**src/rtl/smute_pkg.sv**
```systemverilog
package smute_pkg;
  typedef enum logic [1:0] {
    RAMP_HOLD = 2'd0,
    RAMP_DOWN = 2'd1,
    RAMP_UP   = 2'd2
  } ramp_dir_e;
endpackage

```
**src/rtl/smute_gain_ramp.sv**
```systemverilog
module smute_gain_ramp
  import smute_pkg::*;
#(
  parameter int STEPS = 1024,
  localparam int GW = $clog2(STEPS + 1)
) (
  input  logic          clk_i,
  input  logic          rst_ni,
  input  logic          step_i,
  input  logic          mute_i,
  output logic [GW-1:0] gain_o
);
  localparam logic [GW-1:0] GMAX = GW'(STEPS);

  logic [GW-1:0] gain_q;
  ramp_dir_e     dir;

  always_comb begin
    dir = RAMP_HOLD;
    if (step_i) begin
      if (mute_i && gain_q != '0)        dir = RAMP_DOWN;
      else if (!mute_i && gain_q != GMAX) dir = RAMP_UP;
    end
  end

  always_ff @(posedge clk_i or negedge rst_ni) begin
    if (!rst_ni) gain_q <= GMAX;
    else begin
      case (dir)
        RAMP_DOWN: gain_q <= gain_q - GW'(1);
        RAMP_UP:   gain_q <= gain_q + GW'(1);
        default:   gain_q <= gain_q;
      endcase
    end
  end

  assign gain_o = gain_q;

  p_gain_range_r3: assert property (@(posedge clk_i) disable iff (!rst_ni)
    gain_q <= GMAX);
  p_mute_step_r2: assert property (@(posedge clk_i) disable iff (!rst_ni)
    step_i && mute_i && gain_q != '0 |=> gain_q == $past(gain_q) - GW'(1));
  p_release_step_r4: assert property (@(posedge clk_i) disable iff (!rst_ni)
    step_i && !mute_i && gain_q != GMAX |=> gain_q == $past(gain_q) + GW'(1));
  p_gain_hold_r9: assert property (@(posedge clk_i) disable iff (!rst_ni)
    !step_i |=> $stable(gain_q));
endmodule

```
**src/rtl/smute_scaler.sv**
```systemverilog
module smute_scaler #(
  parameter int DATA_W = 24,
  parameter int STEPS  = 1024,
  localparam int GW    = $clog2(STEPS + 1),
  localparam int SHIFT = $clog2(STEPS),
  localparam int PW    = DATA_W + GW + 1
) (
  input  logic signed [DATA_W-1:0] sample_i,
  input  logic        [GW-1:0]     gain_i,
  output logic signed [DATA_W-1:0] sample_o
);
  localparam logic signed [PW-1:0] HALF = PW'(STEPS / 2);

  logic signed [PW-1:0] x_ext, g_ext, prod, rnd;

  always_comb begin
    x_ext    = $signed({{(GW + 1){sample_i[DATA_W-1]}}, sample_i});
    g_ext    = $signed({{(DATA_W + 1){1'b0}}, gain_i});
    prod     = x_ext * g_ext;
    rnd      = prod + HALF;
    sample_o = DATA_W'(rnd >>> SHIFT);
  end

  initial begin
    a_steps_pow2_r5: assert ((1 << SHIFT) == STEPS);
  end
endmodule

```
**src/rtl/smute_zero_watch.sv**
```systemverilog
module smute_zero_watch #(
  parameter int DATA_W = 24,
  parameter int RUN    = 8192,
  localparam int CW    = $clog2(RUN + 1)
) (
  input  logic              clk_i,
  input  logic              rst_ni,
  input  logic              step_i,
  input  logic [DATA_W-1:0] left_i,
  input  logic [DATA_W-1:0] right_i,
  output logic              flag_o
);
  localparam logic [CW-1:0] RUN_C = CW'(RUN);
  localparam logic [CW-1:0] LAST  = CW'(RUN - 1);

  logic [CW-1:0] cnt_q;
  logic          flag_q;
  logic          both_zero;

  assign both_zero = (left_i == '0) && (right_i == '0);

  always_ff @(posedge clk_i or negedge rst_ni) begin
    if (!rst_ni) begin
      cnt_q  <= '0;
      flag_q <= 1'b0;
    end else if (step_i) begin
      if (both_zero) begin
        if (cnt_q != RUN_C) cnt_q <= cnt_q + CW'(1);
        flag_q <= (cnt_q >= LAST);
      end else begin
        cnt_q  <= '0;
        flag_q <= 1'b0;
      end
    end
  end

  assign flag_o = flag_q;

  p_flag_full_run_r7: assert property (@(posedge clk_i) disable iff (!rst_ni)
    flag_q |-> cnt_q == RUN_C);
  p_flag_rise_r7: assert property (@(posedge clk_i) disable iff (!rst_ni)
    step_i && both_zero && cnt_q == LAST |=> flag_q);
  p_nonzero_clears_r8: assert property (@(posedge clk_i) disable iff (!rst_ni)
    step_i && !both_zero |=> !flag_q && cnt_q == '0);
  p_run_hold_r9: assert property (@(posedge clk_i) disable iff (!rst_ni)
    !step_i |=> $stable(cnt_q) && $stable(flag_q));
endmodule

```
**src/rtl/smute_zdet.sv**
```systemverilog
module smute_zdet #(
  parameter int DATA_W = 24,
  parameter int STEPS  = 1024,
  parameter int RUN    = 8192
) (
  input  logic              clk_i,
  input  logic              rst_ni,
  input  logic              valid_i,
  input  logic [DATA_W-1:0] left_i,
  input  logic [DATA_W-1:0] right_i,
  input  logic              mute_i,
  output logic              valid_o,
  output logic [DATA_W-1:0] left_o,
  output logic [DATA_W-1:0] right_o,
  output logic              zero_flag_o
);
  localparam int GW    = $clog2(STEPS + 1);
  localparam int NCH   = 2;
  localparam logic [GW-1:0] GMAX = GW'(STEPS);

  logic [GW-1:0]     gain;
  logic [DATA_W-1:0] ch_in  [NCH];
  logic [DATA_W-1:0] ch_out [NCH];
  logic [DATA_W-1:0] ch_q   [NCH];
  logic              valid_q;

  assign ch_in[0] = left_i;
  assign ch_in[1] = right_i;

  smute_gain_ramp #(.STEPS(STEPS)) u_ramp (
    .clk_i  (clk_i),
    .rst_ni (rst_ni),
    .step_i (valid_i),
    .mute_i (mute_i),
    .gain_o (gain)
  );

  for (genvar c = 0; c < NCH; c++) begin : g_ch
    logic signed [DATA_W-1:0] scaled;

    smute_scaler #(.DATA_W(DATA_W), .STEPS(STEPS)) u_scale (
      .sample_i ($signed(ch_in[c])),
      .gain_i   (gain),
      .sample_o (scaled)
    );

    assign ch_out[c] = scaled;

    always_ff @(posedge clk_i or negedge rst_ni) begin
      if (!rst_ni)      ch_q[c] <= '0;
      else if (valid_i) ch_q[c] <= ch_out[c];
    end
  end

  always_ff @(posedge clk_i or negedge rst_ni) begin
    if (!rst_ni) valid_q <= 1'b0;
    else         valid_q <= valid_i;
  end

  smute_zero_watch #(.DATA_W(DATA_W), .RUN(RUN)) u_zero (
    .clk_i   (clk_i),
    .rst_ni  (rst_ni),
    .step_i  (valid_i),
    .left_i  (left_i),
    .right_i (right_i),
    .flag_o  (zero_flag_o)
  );

  assign valid_o = valid_q;
  assign left_o  = ch_q[0];
  assign right_o = ch_q[1];

  p_unity_pass_r6: assert property (@(posedge clk_i) disable iff (!rst_ni)
    valid_i && gain == GMAX |=> left_o == $past(left_i) && right_o == $past(right_i));
  p_full_atten_r6: assert property (@(posedge clk_i) disable iff (!rst_ni)
    valid_i && gain == '0 |=> left_o == '0 && right_o == '0);
  p_out_hold_r9: assert property (@(posedge clk_i) disable iff (!rst_ni)
    !valid_i |=> $stable(left_o) && $stable(right_o));
  p_valid_lag_r5: assert property (@(posedge clk_i) disable iff (!rst_ni)
    valid_i |=> valid_o);
endmodule

```
**config.mk**
```make
export PLATFORM = sky130hd
export DESIGN_NAME = smute_zdet
export DESIGN_NICKNAME = d
export VERILOG_FILES = /design/src/rtl/smute_pkg.sv /design/src/rtl/smute_gain_ramp.sv /design/src/rtl/smute_scaler.sv /design/src/rtl/smute_zero_watch.sv /design/src/rtl/smute_zdet.sv
export SDC_FILE = /design/constraint.sdc
export NUM_CORES = 1
export LEC_CHECK = 0
export BUFFER_PORTS_ARGS = -buffer_cell sky130_fd_sc_hd__buf_4
export CORE_AREA = 2 2 205 247
export CTS_BUF_LIST = sky130_fd_sc_hd__clkbuf_8
export DETAILED_ROUTE_END_ITERATION = 16
export DIE_AREA = 0 0 207 249
export PLACE_DENSITY = 0.57
export SYNTH_ARGS = -nofsm -noshare
export SYNTH_HDL_FRONTEND = slang
export SYNTH_HIERARCHICAL = 1
export SYNTH_SLANG_ARGS = --single-unit
```
**constraint.sdc**
```tcl
create_clock -name clk_i -period 6.4 [get_ports clk_i]
set_clock_uncertainty 0.2 [all_clocks]
set_input_delay 0.32 -clock clk_i [delete_from_list [all_inputs] [get_ports clk_i]]
set_output_delay 0.32 -clock clk_i [all_outputs]
set_load 0.01 [all_outputs]
```
* Yosys cells after proc, flatten, opt, wreduce, memory -nomap -nowiden
Cells that the tools add are included.
W data, S select, Z words.
** Word-level totals
- Flip-flop bits (word level) :: 75
- Input bits :: 52
- Word-level logic and storage cells :: 35
** Operators by class
- $add $sub $neg :: 5
- Multipliers :: 2
- Magnitude comparators :: 1
- Equality and inequality tests :: 5
- Multiplexer cells :: 7
- Reduce and logical (&&, ||, !) cells :: 9
** Operators by type and width (number)
- $add A34 B11 Y34 const B :: 2
- $mul A24 B12 Y34 :: 2
- $logic_not A24 Y1 :: 2
- $mux W14 :: 2
- $pmux W11 S2 :: 1
- $add A14 B1 Y14 const B :: 1
- $ge A14 B13 Y1 const B :: 1
- $ne A14 B14 Y1 const B :: 1
- $add A11 B1 Y11 const B :: 1
- $ne A11 B11 Y1 const B :: 1
- $reduce_bool A11 Y1 :: 1
- $sub A11 B1 Y11 const B :: 1
- $mux W2 :: 3
- $logic_and A1 B1 Y1 :: 3
- $eq A2 B1 Y1 const B :: 1
- $eq A2 B2 Y1 const B :: 1
- $ne A2 B2 Y1 const B :: 1
- $reduce_and A2 Y1 :: 1
- $reduce_bool A2 Y1 :: 1
- $logic_not A1 Y1 :: 1
- $mux W1 :: 1

* Logic depth before layout (Yosys ltp)
Gate-level depths: netlist (run 1).
- Depth in word-level cells :: 7
- Depth in mapped cells :: 23

* Cells and area by module
Netlist (run 1), hierarchy kept.
** By module, submodules not included
- smute_scaler (g_ch[0].u_scale) :: instances 1, cells an instance 1029, area each 9077.5 um2
- smute_scaler (g_ch[1].u_scale) :: instances 1, cells an instance 1023, area each 9016.1 um2
- smute_zdet :: instances 1, cells an instance 102, area each 1885.6 um2
- smute_zero_watch :: instances 1, cells an instance 123, area each 1043.5 um2
- smute_gain_ramp :: instances 1, cells an instance 102, area each 902.1 um2

* Worst setup path before layout (run 1)
Ideal clock, no wire load.
- Kind :: reg-to-reg
- Start point :: register u_ramp.gain_q[3], in the netlist u_ramp/gain_o[3]
- End point :: register ch_q, in the netlist left_o[23]
- Data arrival time :: 5.409 ns
- Path slack :: 0.667 ns
- Stages on the path, launching flop included :: 20
- Buffers on the path :: 1
- Clock period less this slack :: 5.733 ns
- Cell sequence :: dfrtp_1 clkbuf_1 nand2_1 fa_1 inv_1 fa_1 fa_1 fa_1 inv_1 fa_1 inv_1 ha_1 a21o_1 a21o_1 a211oi_1 o211ai_2 a21oi_2 o21a_2 o211ai_1 mux2_2
** Between the ends
- Cells in the longest elaborated chain, start to end :: 2
** RTL lines
- start, declared :: RTL line smute_gain_ramp.sv:15 : logic [GW-1:0] gain_q;
- start signal, assigned :: RTL line smute_gain_ramp.sv:30 : RAMP_DOWN: gain_q <= gain_q - GW'(1);
- start signal, assigned :: RTL line smute_gain_ramp.sv:31 : RAMP_UP: gain_q <= gain_q + GW'(1);
- start signal, assigned :: RTL line smute_gain_ramp.sv:32 : default: gain_q <= gain_q;
- $mul A24 B12 Y34 :: RTL line smute_scaler.sv:19 : prod = x_ext * g_ext;
- $add A34 B11 Y34 :: RTL line smute_scaler.sv:20 : rnd = prod + HALF;
- net g_ch[0].scaled[23] :: RTL line smute_zdet.sv:39 : logic signed [DATA_W-1:0] scaled;
- end signal, assigned by index :: RTL line smute_zdet.sv:51 : else if (valid_i) ch_q[c] <= ch_out[c];
- end, declared :: RTL line smute_zdet.sv:24 : logic [DATA_W-1:0] ch_q [NCH];
The timed path passes the listed nets, and every way through them passes these cells.
A chain may end at the register's enable or synchronous reset.

* Final worst setup path (run 1)
- Start point :: register u_ramp.gain_q[1], in the netlist u_ramp/gain_o[1]
- End point :: register ch_q, in the netlist right_o[18]
** Between the ends
- Cells in the longest elaborated chain, start to end :: 2
** RTL lines (RTL line)
- $mul A24 B12 Y34 :: smute_scaler.sv:19
- $add A34 B11 Y34 :: smute_scaler.sv:20
- net g_ch[1].scaled[18] :: smute_zdet.sv:39
The timed path passes the listed nets, and every way through them passes these cells.

==> results of run 1 <==
cells in the final DEF (no fill, tap or decap), drive strengths merged, types with 10 or more instances in the layout:
cell type,Yosys,routed
buf,8,142
and2,257,257
nor2,38,38
xor2,21,21
nor3,17,17
fa,449,449
ha,192,192
inv,557,562
and3,10,10
dfrtp,74,74
nand3,20,20
o211ai,10,10
nand2,305,305
mux2,51,51
a21o,14,14
a21oi,45,45
o21ai,36,36
nor4,18,18
xnor2,50,50
synth_stat cells, types with 3 or more instances:
cell and n:
a21oi_2 5, xnor2_1 50, and3_1 9, nand2_1 305
xor2_1 21, o2111ai_1 3, a21o_1 13, a31oi_1 7
a211oi_1 6, o22ai_1 5, o21ai_0 24, a21oi_1 39
o21a_1 4, mux2_2 30, and2_1 257, nor3_1 16
nor2b_1 8, fa_1 449, o21bai_1 4, nor2_1 38
nand2b_1 7, nor4_1 17, o2bb2ai_1 3, clkbuf_1 97
o21a_2 4, nand4_1 9, mux2_4 21, inv_1 556
o21ai_1 11, o211ai_1 9, buf_6 4, ha_1 192
buf_2 3, dfrtp_1 74, a211o_1 3, nand3_1 18
sequential cells by signal, indices dropped and copies added, names as in the netlist:
| signal | count |
|---|---|
| left_o | 24 |
| right_o | 24 |
| u_zero/cnt_q | 14 |
| u_ramp/gain_o | 11 |
| u_zero/flag_o | 1 |
| valid_o | 1 |
cell families after synthesis:
| family | count (synthesis) |
|---|---|
| and+or+nand+nor | 699 |
| muxes | 53 |
| buffers and inverters | 663 |
| xor gates and xnor gates | 71 |
| AOI/OAI and AO/OA | 177 |
| DFF | 75 |
| adders and majority gates | 641 |
repair_timing:
action	4_1_cts	5_1_grt
buffers inserted	0	0
hold endpoints to repair	26	0
endpoints found under the setup margin	0	10
gates resized for setup	0	10
hold buffers	1	0
critical path, stage by stage (launching register included):
cell and delay (ns):
dfrtp_1 0.52, buf_12 0.23, and2_1 0.18, fa_1 0.53, inv_1 0.05, fa_1 0.48
fa_1 0.54, inv_1 0.06, fa_1 0.55, fa_1 0.43, ha_1 0.31, o21a_2 0.13
o2111ai_1 0.11, a31o_2 0.26, a21oi_4 0.29, a211oi_4 0.14, a2111oi_2 0.47, o21ai_1 0.15
xnor2_1 0.14, mux2_2 0.26
stage by stage:
step / hold WS, ns / std cells / area, um2 / worst slack [ns]
after floorplan: -0.176 / 2379 / 21900 / 0.667
after global placement: 0.132 / 3052 / 23400 / 0.184
after detailed placement: 0.133 / 3052 / 23400 / 0.134
after CTS: 0.147 / 3069 / 23600 / 0.0835
after global routing: 0.184 / 3069 / 23600 / 0.0255
final: 0.167 / 3069 / 23600 / 0.238
how the worst max path moves through the flow:
stage,to,slack [ns],depth (start not counted)
3_5_place_dp,left_o[23],0.13,19
3_3_place_gp,left_o[23],0.18,19
4_1_cts,left_o[23],0.08,19
2_1_floorplan,left_o[23],0.67,19
6_report,right_o[18],0.24,19
5_1_grt,right_o[18],0.03,19
metal layers:
layer	vias to the layer above	global-route usage, %	wire length (um)
met1	8066	27.5	22200
met3	41	2.77	1970
li1	7242	-	-
met5	-	0	10
met4	2	6.08	956
met2	269	40.0	27800
final cells by class:
class | count | area share (%)
Clock buffer | 9 | 0.525
Timing Repair Buffer | 143 | 4.70
Sequential cell | 75 | 7.97
Clock inverter | 7 | 0.381
Tap cell | 637 | 3.37
Multi-Input combinational cell | 1641 | 74.2
Inverter | 557 | 8.85
==> metrics.md, run 1 <==
| Metric | Value |
|---|---|
| Starting Density | 44.7% |
| Total core area | 49000 um2 |
| Leading post-synthesis cells by cell area | fa_1 41%, ha_1 11%, inv_1 9.5% |
| Site row count | 89 |
| Antenna violations before repair | 1 |
| First-pass GRT wire length | 90600 um |
| Aggregate global-route resource usage | 22.0% |
| Yosys top cell by area | fa_1 |
| Crit start category | register |
| Final Critical Period | 6.16 ns |
| Worst-path fanout max | 27 |
| Antenna fix cells | 0 |
| Status | finished, final reports clean |
| R2R Setup Slk | 0.24 ns |
| Skew-Pair Late Insertion Delay | 0.46 ns |
| Main combinational cell family by area after synthesis | adder cells |
| Clock Pin Slew Worst Setup and Hold Paths | 0.11 ns |
| Post-DRT Antenna Nets | 0 |
| DRT Pass-1 Iters | 5 |
| Final Cycle Share | 96.3% |
| Syn Std Cell Area | 21900 um2 |
| Mapped Cells | 2379 |
| EDFF count, synth | 0 |
| Routed WL per cell | 17.2 um |
| Req. time, crit path | 6.55 ns |
| #FFs+latches synth | 75 |
| Vias/cell | 5.09 |
| Final core utilization | 48.2% |
| HPWL after DPL | 43400 um |
| Synth Area in Simple Gates | 16.1% |
| Worst Tran Pin Value | 0.714 ns |
| Maxcap violations | 0 |
| Max_slew headroom | 52.4% |
| F_max | 162 MHz |
| Worst r2r src | u_ramp/gain_o[1] |
| Async set-reset flop share out of synthesis | 100% |
| Hold crit path type | input pin to asynchronous set/reset pin |
| Unrepaired setup endpoints after global routing | false |
| Fillcell total | 4653 |
| Final setup vio count | 0 |
| DR vias | 15600 |
| Ports | 102 |
| Final Max Slew Viols | 0 |
| Share of cells above drive strength 1 | 10.3% |
| Die X | 207 um |
| Final GP Congestion | 0.858 |
| Overflow after GRT | 0 |
| Post-synthesis adder-cell area fraction | 52.0% |
| Synth Flop Type | dfrtp_1 |
| FF+latch area | 1880 um2 |
| Largest net degree at the start of global routing | 50 |
| Area fraction in compound gates after synthesis | 5.97% |
| Post-route DRC | 0 |
| Die area | 51500 um2 |
| Synth-to-Final Area Change | 7.72% |
| Htree depth | 3 |
| CTS max path bufs | 2 |
| Worst Path Class, Setup | register to register |
| Reg-to-reg endpoint | right_o[18] |
| Xor-xnor portion of the synthesized cell area | 2.84% |
| 1st-iter DRT viols | 583 |
| Critical path arrival | 6.31 ns |
| CTS root buf | clkbuf_8 |
| Post-synthesis mux area share | 3.07% |
| Synth Warn # | 6 |
| Post-synth top area share | 41.0% |
| Number of global-route vias before repair | 17600 |
| Setup TNS | 0 ns |
| Final hold viol count | 0 |
| Netlist cell types | 85 |
| I/O Buffers | 101 |
| R2R depth | 19 |
| Post-synthesis sequential area ratio | 8.57% |
| Avg Inst Size Synth | 9.22 um2 |
| Chip height | 249 um |
| Final WL | 52900 um |
| CTS tree | built |
| NumNets Final | 3120 |
| Net count after synthesis | 3072 |
| CP Capture Type | register |
| Worst setup path start | u_ramp/gain_o[1] |
| CTS Buf Count | 9 |
| CTS Sinks | 75 |
| Footprint of the multi-input gates | 17500 um2 |
Power of run 1 is left out: the tool's default activity adds up to more than one toggle a clock period on the data nets, which glitch-free logic cannot reach.
==> run 2: changes to the inputs <==
Settings changed: CORE_AREA 2 2 205 247 to 3 3 206 248, DIE_AREA 0 0 207 249 to 0 0 209 251.
==> metrics.md, run 2 (same netlist as run 1, synthesis figures left out) <==
| Metric | Value |
|---|---|
| Status | finished, final reports clean |
| Antenna violations before repair | 3 (+2) |
| Post-route DRC | 0 (unchanged) |
| Final setup vio count | 0 (unchanged) |
| Reg-to-reg endpoint | right_o[18] |
| Routed WL per cell | 17.6 um (+2.3%) |
| I/O Buffers | 101 (unchanged) |
| DR vias | 15800 (+0.86%) |
| F_max | 163 MHz (+0.19%) |
| Worst r2r src | u_ramp/gain_o[0] |
| CP Capture Type | register |
| Final GP Congestion | 0.921 (+7.3%) |
| HPWL after DPL | 43400 um (about the same) |
| Most common cell after layout, fill and taps aside | inv_1 |
| Most frequent cells in the layout | 556 x inv_1, 449 x fa_1, 305 x nand2_1 |
| Final WL | 54100 um (+2.2%) |
| Share of cells above drive strength 1 | 9.98% (-0.30 points) |
| Number of global-route vias before repair | 17600 (-0.28%) |
| Post-DRT Antenna Nets | 0 (unchanged) |
| Total core area | 49000 um2 (unchanged) |
| Die X | 209 um (+0.97%) |
| Unrepaired setup endpoints after global routing | false |
| Max_slew headroom | 31.7% (-21 points) |
| Vias/cell | 5.14 (+0.99%) |
| DRT Pass-1 Iters | 7 (+2) |
| Req. time, crit path | 6.54 ns (about the same) |
| Worst-path fanout max | 23 (-15%) |
| Synth-to-Final Area Change | 7.73% (about the same) |
| Hold crit path type | input pin to asynchronous set/reset pin |
| Critical path arrival | 6.29 ns (-0.02 ns) |
| Skew-Pair Late Insertion Delay | 0.47 ns (about the same) |
| Final Critical Period | 6.15 ns (-0.0118 ns) |
| Worst Path Class, Setup | register to register |
| R2R depth | 19 (unchanged) |
| CTS Buf Count | 9 (unchanged) |
| CTS max path bufs | 2 (unchanged) |
| Final Cycle Share | 96.1% (-0.18 points) |
| Aggregate global-route resource usage | 21.8% (-0.19 points) |
| Worst Tran Pin Value | 1.02 ns (+0.304 ns) |
| Clock Pin Slew Worst Setup and Hold Paths | 0.14 ns (+0.03 ns) |
| Overflow after GRT | 0 (unchanged) |
| Maxcap violations | 0 (unchanged) |
| CTS root buf | clkbuf_8 |
| NumNets Final | 3112 (-0.26%) |
| Starting Density | 44.7% (unchanged) |
| Crit start category | register |
| Ports | 102 (unchanged) |
| Htree depth | 3 (unchanged) |
| 1st-iter DRT viols | 729 (+25%) |
| CTS tree | built |
| Die area | 52500 um2 (+1.8%) |
| Final Max Slew Viols | 0 (unchanged) |
| Chip height | 251 um (+0.80%) |
| Setup TNS | 0 ns (unchanged) |
| R2R Setup Slk | 0.25 ns (about the same) |
| First-pass GRT wire length | 91400 um (+0.92%) |
| Final hold viol count | 0 (unchanged) |
| Site row count | 89 (unchanged) |
| Largest net degree at the start of global routing | 50 (unchanged) |
| CTS Sinks | 75 (unchanged) |
[run 2: cell count changes in the layout (fill, tap and decap cells not counted), moves of 2 or more]
cell     previous run  this run
a21oi_2             4         6
buf_12              1         5
buf_4             135       127
buf_6               6         2
dfrtp_1            71        73
dfrtp_2             3         1
diode_2             0         4
[run 2: layer usage]
metal	GRT usage (%)	part of all wire, %	up-vias
met4	6.13	2.2	0
met3	2.70	3.8	49
met5	0	0	-
li1	-	-	7226
met2	39.7	52	295
met1	27.5	42	8184
[run 2: timing repair]
item,CTS,global route
gates resized for setup,1,6
setup endpoints to repair,2,10
hold endpoints to repair,26,0
buffers inserted,0,0
hold buffers,1,0
[run 2: worst max-delay path, stage by stage, from the launching register on]
cell and delay (ns):
dfrtp_1 0.56, buf_12 0.24, and2_1 0.18, fa_1 0.41
inv_1 0.08, fa_1 0.44, fa_1 0.52, inv_1 0.06
fa_1 0.44, fa_1 0.46, ha_1 0.34, o21a_2 0.16
o2111ai_1 0.10, a31o_2 0.27, a21oi_4 0.32, a211oi_4 0.16
a2111oi_4 0.47, o21ai_1 0.16, xnor2_1 0.19, mux2_2 0.28
[run 2: how the worst max path moves through the flow]
stage / start / endpoint / slack [ns] / cells after the start
2_1_floorplan: u_ramp/gain_o[3] / left_o[23] / 0.67 / 19
3_3_place_gp: u_ramp/gain_o[8] / left_o[23] / 0.06 / 19
3_5_place_dp: u_ramp/gain_o[3] / left_o[23] / 0.05 / 21
4_1_cts: u_ramp/gain_o[3] / right_o[18] / 0.02 / 19
5_1_grt: u_ramp/gain_o[3] / left_o[23] / 0.02 / 21
6_report: u_ramp/gain_o[0] / right_o[18] / 0.25 / 19
[run 2: per-stage QoR]
stage / cell area, um2 / hold slack [ns] / instances / worst slack [ns] / util, %
after floorplan: 21900 / -0.176 / 2379 / 0.667 / -
after global placement: 23300 / 0.123 / 3044 / 0.0555 / 47.7
after global routing: 23600 / 0.165 / 3062 / 0.0182 / 48.2
final: 23600 / 0.134 / 3065 / 0.250 / 48.2
after detailed placement: 23300 / 0.124 / 3044 / 0.0487 / 47.7
after CTS: 23600 / 0.127 / 3061 / 0.0212 / 48.1
[run 2: final cells by class]
class	instances	area, um2
antenna	4	10.0
clock buffer	9	124
clock inverter	7	95.1
fill	4739	25400
inverter	557	2090
multi-input combinational	1641	17500
sequential	75	1880
tap	637	797
timing repair buffer	135	1090
Power of run 2 is left out for the same reason.
